## src/rtl/snap_itimer_pkg.sv

```systemverilog
package snap_itimer_pkg;
  // register word indices
  localparam logic [2:0] IDX_STATUS = 3'd0;
  localparam logic [2:0] IDX_CTRL   = 3'd1;
  localparam logic [2:0] IDX_PER_LO = 3'd2;
  localparam logic [2:0] IDX_PER_HI = 3'd3;
  localparam logic [2:0] IDX_SNP_LO = 3'd4;
  localparam logic [2:0] IDX_SNP_HI = 3'd5;

  // control bit positions
  localparam int CB_IRQ_EN = 0;
  localparam int CB_CONT   = 1;
  localparam int CB_START  = 2;
  localparam int CB_STOP   = 3;

  // status bit positions
  localparam int SB_TIMEOUT = 0;
  localparam int SB_RUN     = 1;
endpackage

```

## src/rtl/snap_itimer_counter.sv

```systemverilog
module snap_itimer_counter #(
  parameter int CNT_W = 32
) (
  input  logic             clk,
  input  logic             rst_n,
  input  logic             load_en,
  input  logic [CNT_W-1:0] load_val,
  input  logic [CNT_W-1:0] period,
  input  logic             cmd_start,
  input  logic             cmd_stop,
  input  logic             cont_mode,
  output logic [CNT_W-1:0] cnt_q,
  output logic             run_q,
  output logic             zero_evt
);
  // next count of a running counter
  function automatic logic [CNT_W-1:0] step_count(input logic [CNT_W-1:0] cur,
                                                  input logic [CNT_W-1:0] per);
    step_count = (cur == '0) ? per : cur - CNT_W'(1);
  endfunction

  logic [CNT_W-1:0] cnt_d;
  logic             run_d;

  assign zero_evt = run_q && (cnt_q == '0) && !load_en;

  always_comb begin
    cnt_d = cnt_q;
    run_d = run_q;
    if (load_en) begin
      cnt_d = load_val;
      run_d = 1'b0;
    end else begin
      if (run_q) cnt_d = step_count(cnt_q, period);
      if (cmd_stop)                     run_d = 1'b0;
      else if (cmd_start)               run_d = 1'b1;
      else if (zero_evt && !cont_mode)  run_d = 1'b0;
    end
  end

  always_ff @(posedge clk) begin
    if (!rst_n) begin
      cnt_q <= '0;
      run_q <= 1'b0;
    end else begin
      cnt_q <= cnt_d;
      run_q <= run_d;
    end
  end


  cnt_dec_chk: assert property (@(posedge clk) disable iff (!rst_n)
    (run_q && cnt_q != '0 && !load_en) |=> cnt_q == $past(cnt_q) - CNT_W'(1));

  cnt_reload_chk: assert property (@(posedge clk) disable iff (!rst_n)
    zero_evt |=> cnt_q == $past(period));

  load_halts_chk: assert property (@(posedge clk) disable iff (!rst_n)
    load_en |=> !run_q && cnt_q == $past(load_val));

  stop_wins_chk: assert property (@(posedge clk) disable iff (!rst_n)
    cmd_stop |=> !run_q);

  oneshot_halt_chk: assert property (@(posedge clk) disable iff (!rst_n)
    (zero_evt && !cont_mode && !cmd_start) |=> !run_q);
endmodule

```

## src/rtl/snap_itimer_regs.sv

```systemverilog
module snap_itimer_regs
  import snap_itimer_pkg::*;
#(
  parameter int DATA_W = 32,
  parameter int HALF_W = 16,
  localparam int CNT_W = 2 * HALF_W
) (
  input  logic              clk,
  input  logic              rst_n,
  input  logic              bus_wr,
  input  logic [2:0]        bus_idx,
  input  logic [DATA_W-1:0] bus_wdata,
  output logic [DATA_W-1:0] bus_rdata,
  input  logic [CNT_W-1:0]  cnt,
  input  logic              run,
  input  logic              zero_evt,
  output logic [CNT_W-1:0]  period,
  output logic              load_en,
  output logic [CNT_W-1:0]  load_val,
  output logic              cmd_start,
  output logic              cmd_stop,
  output logic              cont_mode,
  output logic              irq
);
  logic [HALF_W-1:0] per_lo_q, per_hi_q, snp_lo_q, snp_hi_q;
  logic              irq_en_q, cont_q, timeout_q;
  logic              wr_status, wr_ctrl, wr_plo, wr_phi, wr_snap;
  logic [HALF_W-1:0] wr_half;
  logic              unused_wbits;

  assign unused_wbits = ^bus_wdata;
  assign wr_half   = bus_wdata[HALF_W-1:0];
  assign wr_status = bus_wr && (bus_idx == IDX_STATUS);
  assign wr_ctrl   = bus_wr && (bus_idx == IDX_CTRL);
  assign wr_plo    = bus_wr && (bus_idx == IDX_PER_LO);
  assign wr_phi    = bus_wr && (bus_idx == IDX_PER_HI);
  assign wr_snap   = bus_wr && (bus_idx == IDX_SNP_LO);

  assign cmd_start = wr_ctrl && bus_wdata[CB_START];
  assign cmd_stop  = wr_ctrl && bus_wdata[CB_STOP];
  assign cont_mode = cont_q;
  assign period    = {per_hi_q, per_lo_q};
  assign load_en   = wr_plo || wr_phi;
  assign load_val  = wr_plo ? {per_hi_q, wr_half} : {wr_half, per_lo_q};
  assign irq       = timeout_q && irq_en_q;

  always_ff @(posedge clk) begin
    if (!rst_n) begin
      per_lo_q  <= '0;
      per_hi_q  <= '0;
      snp_lo_q  <= '0;
      snp_hi_q  <= '0;
      irq_en_q  <= 1'b0;
      cont_q    <= 1'b0;
      timeout_q <= 1'b0;
    end else begin
      if (wr_plo) per_lo_q <= wr_half;
      if (wr_phi) per_hi_q <= wr_half;
      if (wr_snap) begin
        snp_lo_q <= cnt[HALF_W-1:0];
        snp_hi_q <= cnt[CNT_W-1:HALF_W];
      end
      if (wr_ctrl) begin
        irq_en_q <= bus_wdata[CB_IRQ_EN];
        cont_q   <= bus_wdata[CB_CONT];
      end
      if (zero_evt)       timeout_q <= 1'b1;
      else if (wr_status) timeout_q <= 1'b0;
    end
  end

  always_comb begin
    bus_rdata = '0;
    case (bus_idx)
      IDX_STATUS: begin
        bus_rdata[SB_TIMEOUT] = timeout_q;
        bus_rdata[SB_RUN]     = run;
      end
      IDX_CTRL: begin
        bus_rdata[CB_IRQ_EN] = irq_en_q;
        bus_rdata[CB_CONT]   = cont_q;
      end
      IDX_PER_LO: bus_rdata[HALF_W-1:0] = per_lo_q;
      IDX_PER_HI: bus_rdata[HALF_W-1:0] = per_hi_q;
      IDX_SNP_LO: bus_rdata[HALF_W-1:0] = snp_lo_q;
      IDX_SNP_HI: bus_rdata[HALF_W-1:0] = snp_hi_q;
      default:    bus_rdata = '0;
    endcase
  end


  snap_capture_chk: assert property (@(posedge clk) disable iff (!rst_n)
    wr_snap |=> {snp_hi_q, snp_lo_q} == $past(cnt));

  snap_hold_chk: assert property (@(posedge clk) disable iff (!rst_n)
    !wr_snap |=> $stable(snp_lo_q) && $stable(snp_hi_q));

  timeout_set_chk: assert property (@(posedge clk) disable iff (!rst_n)
    zero_evt |=> timeout_q);

  timeout_clr_chk: assert property (@(posedge clk) disable iff (!rst_n)
    (wr_status && !zero_evt) |=> !timeout_q);
endmodule

```

## src/rtl/snap_itimer.sv

```systemverilog
module snap_itimer #(
  parameter int DATA_W = 32,
  parameter int HALF_W = 16,
  localparam int CNT_W = 2 * HALF_W
) (
  input  logic              clk,
  input  logic              rst_n,
  input  logic              bus_wr,
  input  logic [2:0]        bus_idx,
  input  logic [DATA_W-1:0] bus_wdata,
  output logic [DATA_W-1:0] bus_rdata,
  output logic              irq
);
  logic [CNT_W-1:0] cnt, period, load_val;
  logic             run, zero_evt, load_en, cmd_start, cmd_stop, cont_mode;

  snap_itimer_regs #(.DATA_W(DATA_W), .HALF_W(HALF_W)) u_regs (
    .clk(clk), .rst_n(rst_n), .bus_wr(bus_wr), .bus_idx(bus_idx),
    .bus_wdata(bus_wdata), .bus_rdata(bus_rdata), .cnt(cnt), .run(run),
    .zero_evt(zero_evt), .period(period), .load_en(load_en),
    .load_val(load_val), .cmd_start(cmd_start), .cmd_stop(cmd_stop),
    .cont_mode(cont_mode), .irq(irq)
  );

  snap_itimer_counter #(.CNT_W(CNT_W)) u_cnt (
    .clk(clk), .rst_n(rst_n), .load_en(load_en), .load_val(load_val),
    .period(period), .cmd_start(cmd_start), .cmd_stop(cmd_stop),
    .cont_mode(cont_mode), .cnt_q(cnt), .run_q(run), .zero_evt(zero_evt)
  );
endmodule

```

## config.mk

```make
export PLATFORM = sky130hd
export DESIGN_NAME = snap_itimer
export DESIGN_NICKNAME = d
export VERILOG_FILES = /design/src/rtl/snap_itimer_pkg.sv /design/src/rtl/snap_itimer_counter.sv /design/src/rtl/snap_itimer_regs.sv /design/src/rtl/snap_itimer.sv
export SDC_FILE = /design/constraint.sdc
export NUM_CORES = 1
export LEC_CHECK = 0
export ABC_AREA = 1
export ABC_CLOCK_PERIOD_IN_PS = 5000
export BUFFER_PORTS_ARGS = -buffer_cell sky130_fd_sc_hd__buf_4
export CAP_MARGIN = 5
export CORE_MARGIN = 1.5
export CORE_UTILIZATION = 60
export DETAILED_ROUTE_END_ITERATION = 6
export PLACE_DENSITY_LB_ADDON = 0.12
export SETUP_SLACK_MARGIN = 0.4
export SLEW_MARGIN = 25
export SYNTH_ARGS = -nofsm -noshare
export SYNTH_HDL_FRONTEND = slang
export SYNTH_SLANG_ARGS = --single-unit
```

## constraint.sdc

```tcl
create_clock -name clk -period 5 [get_ports clk]
set_input_delay 1 -clock clk [delete_from_list [all_inputs] [get_ports clk]]
set_output_delay 1 -clock clk [all_outputs]
set_load 0.005 [all_outputs]
```

==> impl_table.tex <==
\begin{tabular}{lr}
\hline
Metric & Value \\
\hline
\multicolumn{2}{l}{\textbf{Status}} \\
Status & complete, no violations \\
\multicolumn{2}{l}{\textbf{Timing}} \\
RSZ-0062 raised after global routing & no \\
Min cycle time layout & 3.53 ns \\
Post-route setup TNS & 0 ns \\
Total count of max-transition violations in the final report & 0 \\
Setup violators final & 0 \\
Share of the clock period used by the worst path after layout & 70.6\% \\
Pin slew with the least headroom to its limit & 0.954 ns \\
Slew HR & 36.2\% \\
Skew final & 0.0103 ns \\
Final Hold Viols & 0 \\
Highest clock rate & 283 MHz \\
\multicolumn{2}{l}{\textbf{Hold path}} \\
Worst hold-check path type & flop to flop \\
\multicolumn{2}{l}{\textbf{Layout}} \\
Cell area after layout & 6430 sq um \\
Fill cell count & 928 \\
Area of the multi-input gates & 3120 sq um \\
Synth-to-layout area growth & 6.75\% \\
Number of diodes added for antenna fixing & 0 \\
Layout net count & 1,003 \\
Fraction of layout instances using a drive strength above 1 & 9.71\% \\
Area of all sequential standard cells & 2000 sq um \\
\multicolumn{2}{l}{\textbf{Clock tree}} \\
Number of buffers created by CTS & 9 \\
Post-CTS Repair Setup Buffers & 0 \\
CTS clk-pin slew, worst paths & 0.09 ns \\
Num Clock Sinks & 100 \\
Clock tree from TritonCTS & done \\
Post-cts sizing count & 0 \\
Post-cts hold buffer count & 0 \\
Clock network latency to the later pin of the worst-skew pair & 0.38 ns \\
Clock root buffer & sky130\_fd\_sc\_hd\_\_clkbuf\_8 \\
H-tree levels & 3 \\
Max clock buf depth & 2 \\
\multicolumn{2}{l}{\textbf{Global routing}} \\
Wire length of the first global-routing pass & 29.4 mm \\
Maximum number of pins on one net before global-route repair & 64 \\
Number of antenna violations at the first check in global routing & 0 \\
Total grt overflow & 0 \\
Vias in the first global route & 5,708 \\
Total Routing Usage GR & 36.7\% \\
\multicolumn{2}{l}{\textbf{Routing}} \\
Antenna-violating nets left & 0 \\
First-pass iteration count of the detailed router & 5 \\
Routed wire length per instance & 17.5 um \\
Avg Vias per Cell & 5.78 \\
Via Count & 6,359 \\
Final wirelength & 19.2 mm \\
DRC violation count after routing & 0 \\
DRC violation total after the first TritonRoute iteration & 591 \\
\multicolumn{2}{l}{\textbf{Pwr}} \\
Leakage dissipation & 2.86 nW \\
Peak VDD IR & 0.000159 V \\
Ratio of total power to cell area & 314 nW/um\^{}2 \\
\multicolumn{2}{l}{\textbf{Synth}} \\
Post-synthesis cell count & 955 \\
Unique masters post-synth & 34 \\
Top cell type by total area after synthesis & sky130\_fd\_sc\_hd\_\_dfxtp\_1 \\
Cell with the most instances after synthesis & sky130\_fd\_sc\_hd\_\_nand2\_1 \\
Fraction of the yosys area taken by sequential cells & 33.2\% \\
Top post-synthesis cells by count & 169 x sky130\_fd\_sc\_hd\_\_nand2\_1, 147 x sky130\_fd\_sc\_hd\_\_inv\_1, 114 x sky130\_fd\_sc\_hd\_\_nor2\_1 \\
Area contributors post-synth & sky130\_fd\_sc\_hd\_\_dfxtp\_1 33\%, sky130\_fd\_sc\_hd\_\_nand2\_1 11\%, sky130\_fd\_sc\_hd\_\_inv\_1 9.2\% \\
Mapped cell area & 6030 sq um \\
Fraction of registers with async set or reset after synthesis & 0\% \\
Post-synth EDFFs & 0 \\
Count of yosys warnings during synthesis & 0 \\
Register bit total from synthesis & 100 \\
Synth top area share & 33.2\% \\
Most common flop cell mapped by yosys & sky130\_fd\_sc\_hd\_\_dfxtp\_1 \\
Mean post-synth cell area & 6.31 sq um \\
\multicolumn{2}{l}{\textbf{Place}} \\
Last weighted congestion value of the routability-driven placer & 0.991 \\
Total half-perimeter wirelength after legalization and detailed placement & 13.1 mm \\
Quantity of I/O buffers inserted on ports & 38 \\
Instance area at placement & 6210 sq um \\
\multicolumn{2}{l}{\textbf{Critical path}} \\
Largest fanout on the critical path & 18 \\
Worst path arrival time & 2.53 ns \\
Required time of the worst setup path & 4.00 ns \\
Startpoint kind of the worst setup timing path & input port \\
Cell with the biggest individual delay on the critical path & sky130\_fd\_sc\_hd\_\_nor2\_4 \\
Critical path capture point type & primary output \\
Cell chain of the critical path & buf\_4 > inv\_2 > nand2\_4 > nor2\_4 > a22oi\_1 > o221ai\_1 > buf\_4 \\
Worst path max stage delay & 0.54 ns \\
Worst Path Class, Setup & input port to primary output \\
Dominant cell type by count on the critical path & sky130\_fd\_sc\_hd\_\_buf\_4 \\
\multicolumn{2}{l}{\textbf{Floorplan}} \\
Die Area & 10,700 sq um \\
Core Rows & 36 \\
Die X & 103 um \\
Initial Utilization & 61.7\% \\
Die extent in y & 103 um \\
Area inside the core boundary & 9770 sq um \\
I/O pin total & 71 \\
\multicolumn{2}{l}{\textbf{Run}} \\
Max-cap check violation count & 0 \\
\hline
\end{tabular}
## stage by stage
step / utilization (%) / power (mW) / worst slack, ns / cells / hold WS [ns]
2_1_floorplan: - / 1.30 / 2.21 / 970 / 0.425
3_3_place_gp: 63.5 / 1.42 / 1.61 / 1085 / 0.439
3_5_place_dp: 63.6 / 1.44 / 1.55 / 1085 / 0.449
4_1_cts: 65.8 / 2.00 / 1.55 / 1101 / 0.463
5_1_grt: 65.8 / 2.11 / 1.40 / 1101 / 0.485
6_report: 65.8 / 2.02 / 1.47 / 1101 / 0.457
## cells by family (layout without fill, tap and decap cells)
family	count (synthesis)	after routing	synth area share [%]
AND/OR/NAND/NOR	405	405	29.3
adder cells (fa/ha/maj)	2	2	0.415
XOR/XNOR	6	6	0.872
AO/OA/AOI/OAI	217	217	20.0
other	1	16	0.0622
flip-flops	100	100	33.2
buffers and inverters	224	222	16.1
## layer usage
layer / wire length [um] / GRT usage (%) / part of all wire (%) / up-vias
met5: 0 / 0 / 0 / -
li1: - / - / - / 3063
met4: 472 / 12.8 / 2.5 / 0
met2: 8370 / 54.0 / 43 / 328
met1: 7980 / 52.2 / 41 / 2926
met3: 2430 / 9.34 / 13 / 42
## where the power goes
| group | switching (mW) | total (mW) | internal (mW) | leakage, nW |
|---|---|---|---|---|
| Sequential | 0.0375 | 0.864 | 0.826 | 0.812 |
| Combinational | 0.393 | 0.571 | 0.178 | 1.94 |
| Clock | 0.291 | 0.586 | 0.296 | 0.107 |
## path summary, 6_finish.rpt
| kind | start | to | slack, ns | cells after the start |
|---|---|---|---|---|
| min | u_regs.snp_lo_q[4]$_SDFFE_PN0P_ | u_regs.snp_lo_q[4]$_SDFFE_PN0P_ | 0.46 | 2 |
| max reg2reg | u_cnt.cnt_q[0]$_SDFFE_PN0P_ | u_cnt.cnt_q[21]$_SDFFE_PN0P_ | 2.63 | 10 |
| min reg2reg | u_regs.snp_lo_q[4]$_SDFFE_PN0P_ | u_regs.snp_lo_q[4]$_SDFFE_PN0P_ | 0.46 | 2 |
| max | bus_idx[2] | bus_rdata[5] | 1.47 | 7 |
## worst max-delay path: cells and delay by family
family	cells	cell delay, ns
buffers and inverters	3	0.40
and+or+nand+nor	2	0.64
AOI/OAI and AO/OA	2	0.48
## cell usage in the layout (no fill, tap or decap), types with 4 or more instances in the layout
| cell | n |
|---|---|
| sky130_fd_sc_hd__nand2_1 | 168 |
| sky130_fd_sc_hd__inv_1 | 147 |
| sky130_fd_sc_hd__nor2_1 | 114 |
| sky130_fd_sc_hd__dfxtp_1 | 100 |
| sky130_fd_sc_hd__a21oi_1 | 98 |
| sky130_fd_sc_hd__nand3_1 | 74 |
| sky130_fd_sc_hd__buf_4 | 41 |
| sky130_fd_sc_hd__o21ai_1 | 40 |
| sky130_fd_sc_hd__o21ai_0 | 34 |
| sky130_fd_sc_hd__nor3_1 | 18 |
| sky130_fd_sc_hd__inv_2 | 16 |
| sky130_fd_sc_hd__conb_1 | 16 |
| sky130_fd_sc_hd__a22oi_1 | 14 |
| sky130_fd_sc_hd__o221ai_1 | 14 |
| sky130_fd_sc_hd__o22ai_1 | 13 |
| sky130_fd_sc_hd__clkbuf_8 | 10 |
| sky130_fd_sc_hd__nand4_1 | 9 |
| sky130_fd_sc_hd__nor2_4 | 6 |
| sky130_fd_sc_hd__nor2_2 | 6 |
| sky130_fd_sc_hd__xor2_1 | 5 |
| sky130_fd_sc_hd__nand2_4 | 4 |
| sky130_fd_sc_hd__nand2_2 | 4 |
## registers in the layout, indices dropped and copies added (netlist names)
register          flops
u_cnt.cnt_q          32
u_cnt.run_q           1
u_regs.cont_mode      1
u_regs.irq_en_q       1
u_regs.per_hi_q      16
u_regs.per_lo_q      16
u_regs.snp_hi_q      16
u_regs.snp_lo_q      16
u_regs.timeout_q      1
## area by class of cell
class / count / area share [%]
inverter: 165 / 9.66
tap: 133 / 2.59
clock buffer: 12 / 2.26
timing repair buffer: 41 / 4.78
sequential: 100 / 31.1
clock inverter: 4 / 1.13
multi-input combinational: 646 / 48.5
Note: power is estimated with default switching activity, not from simulation.
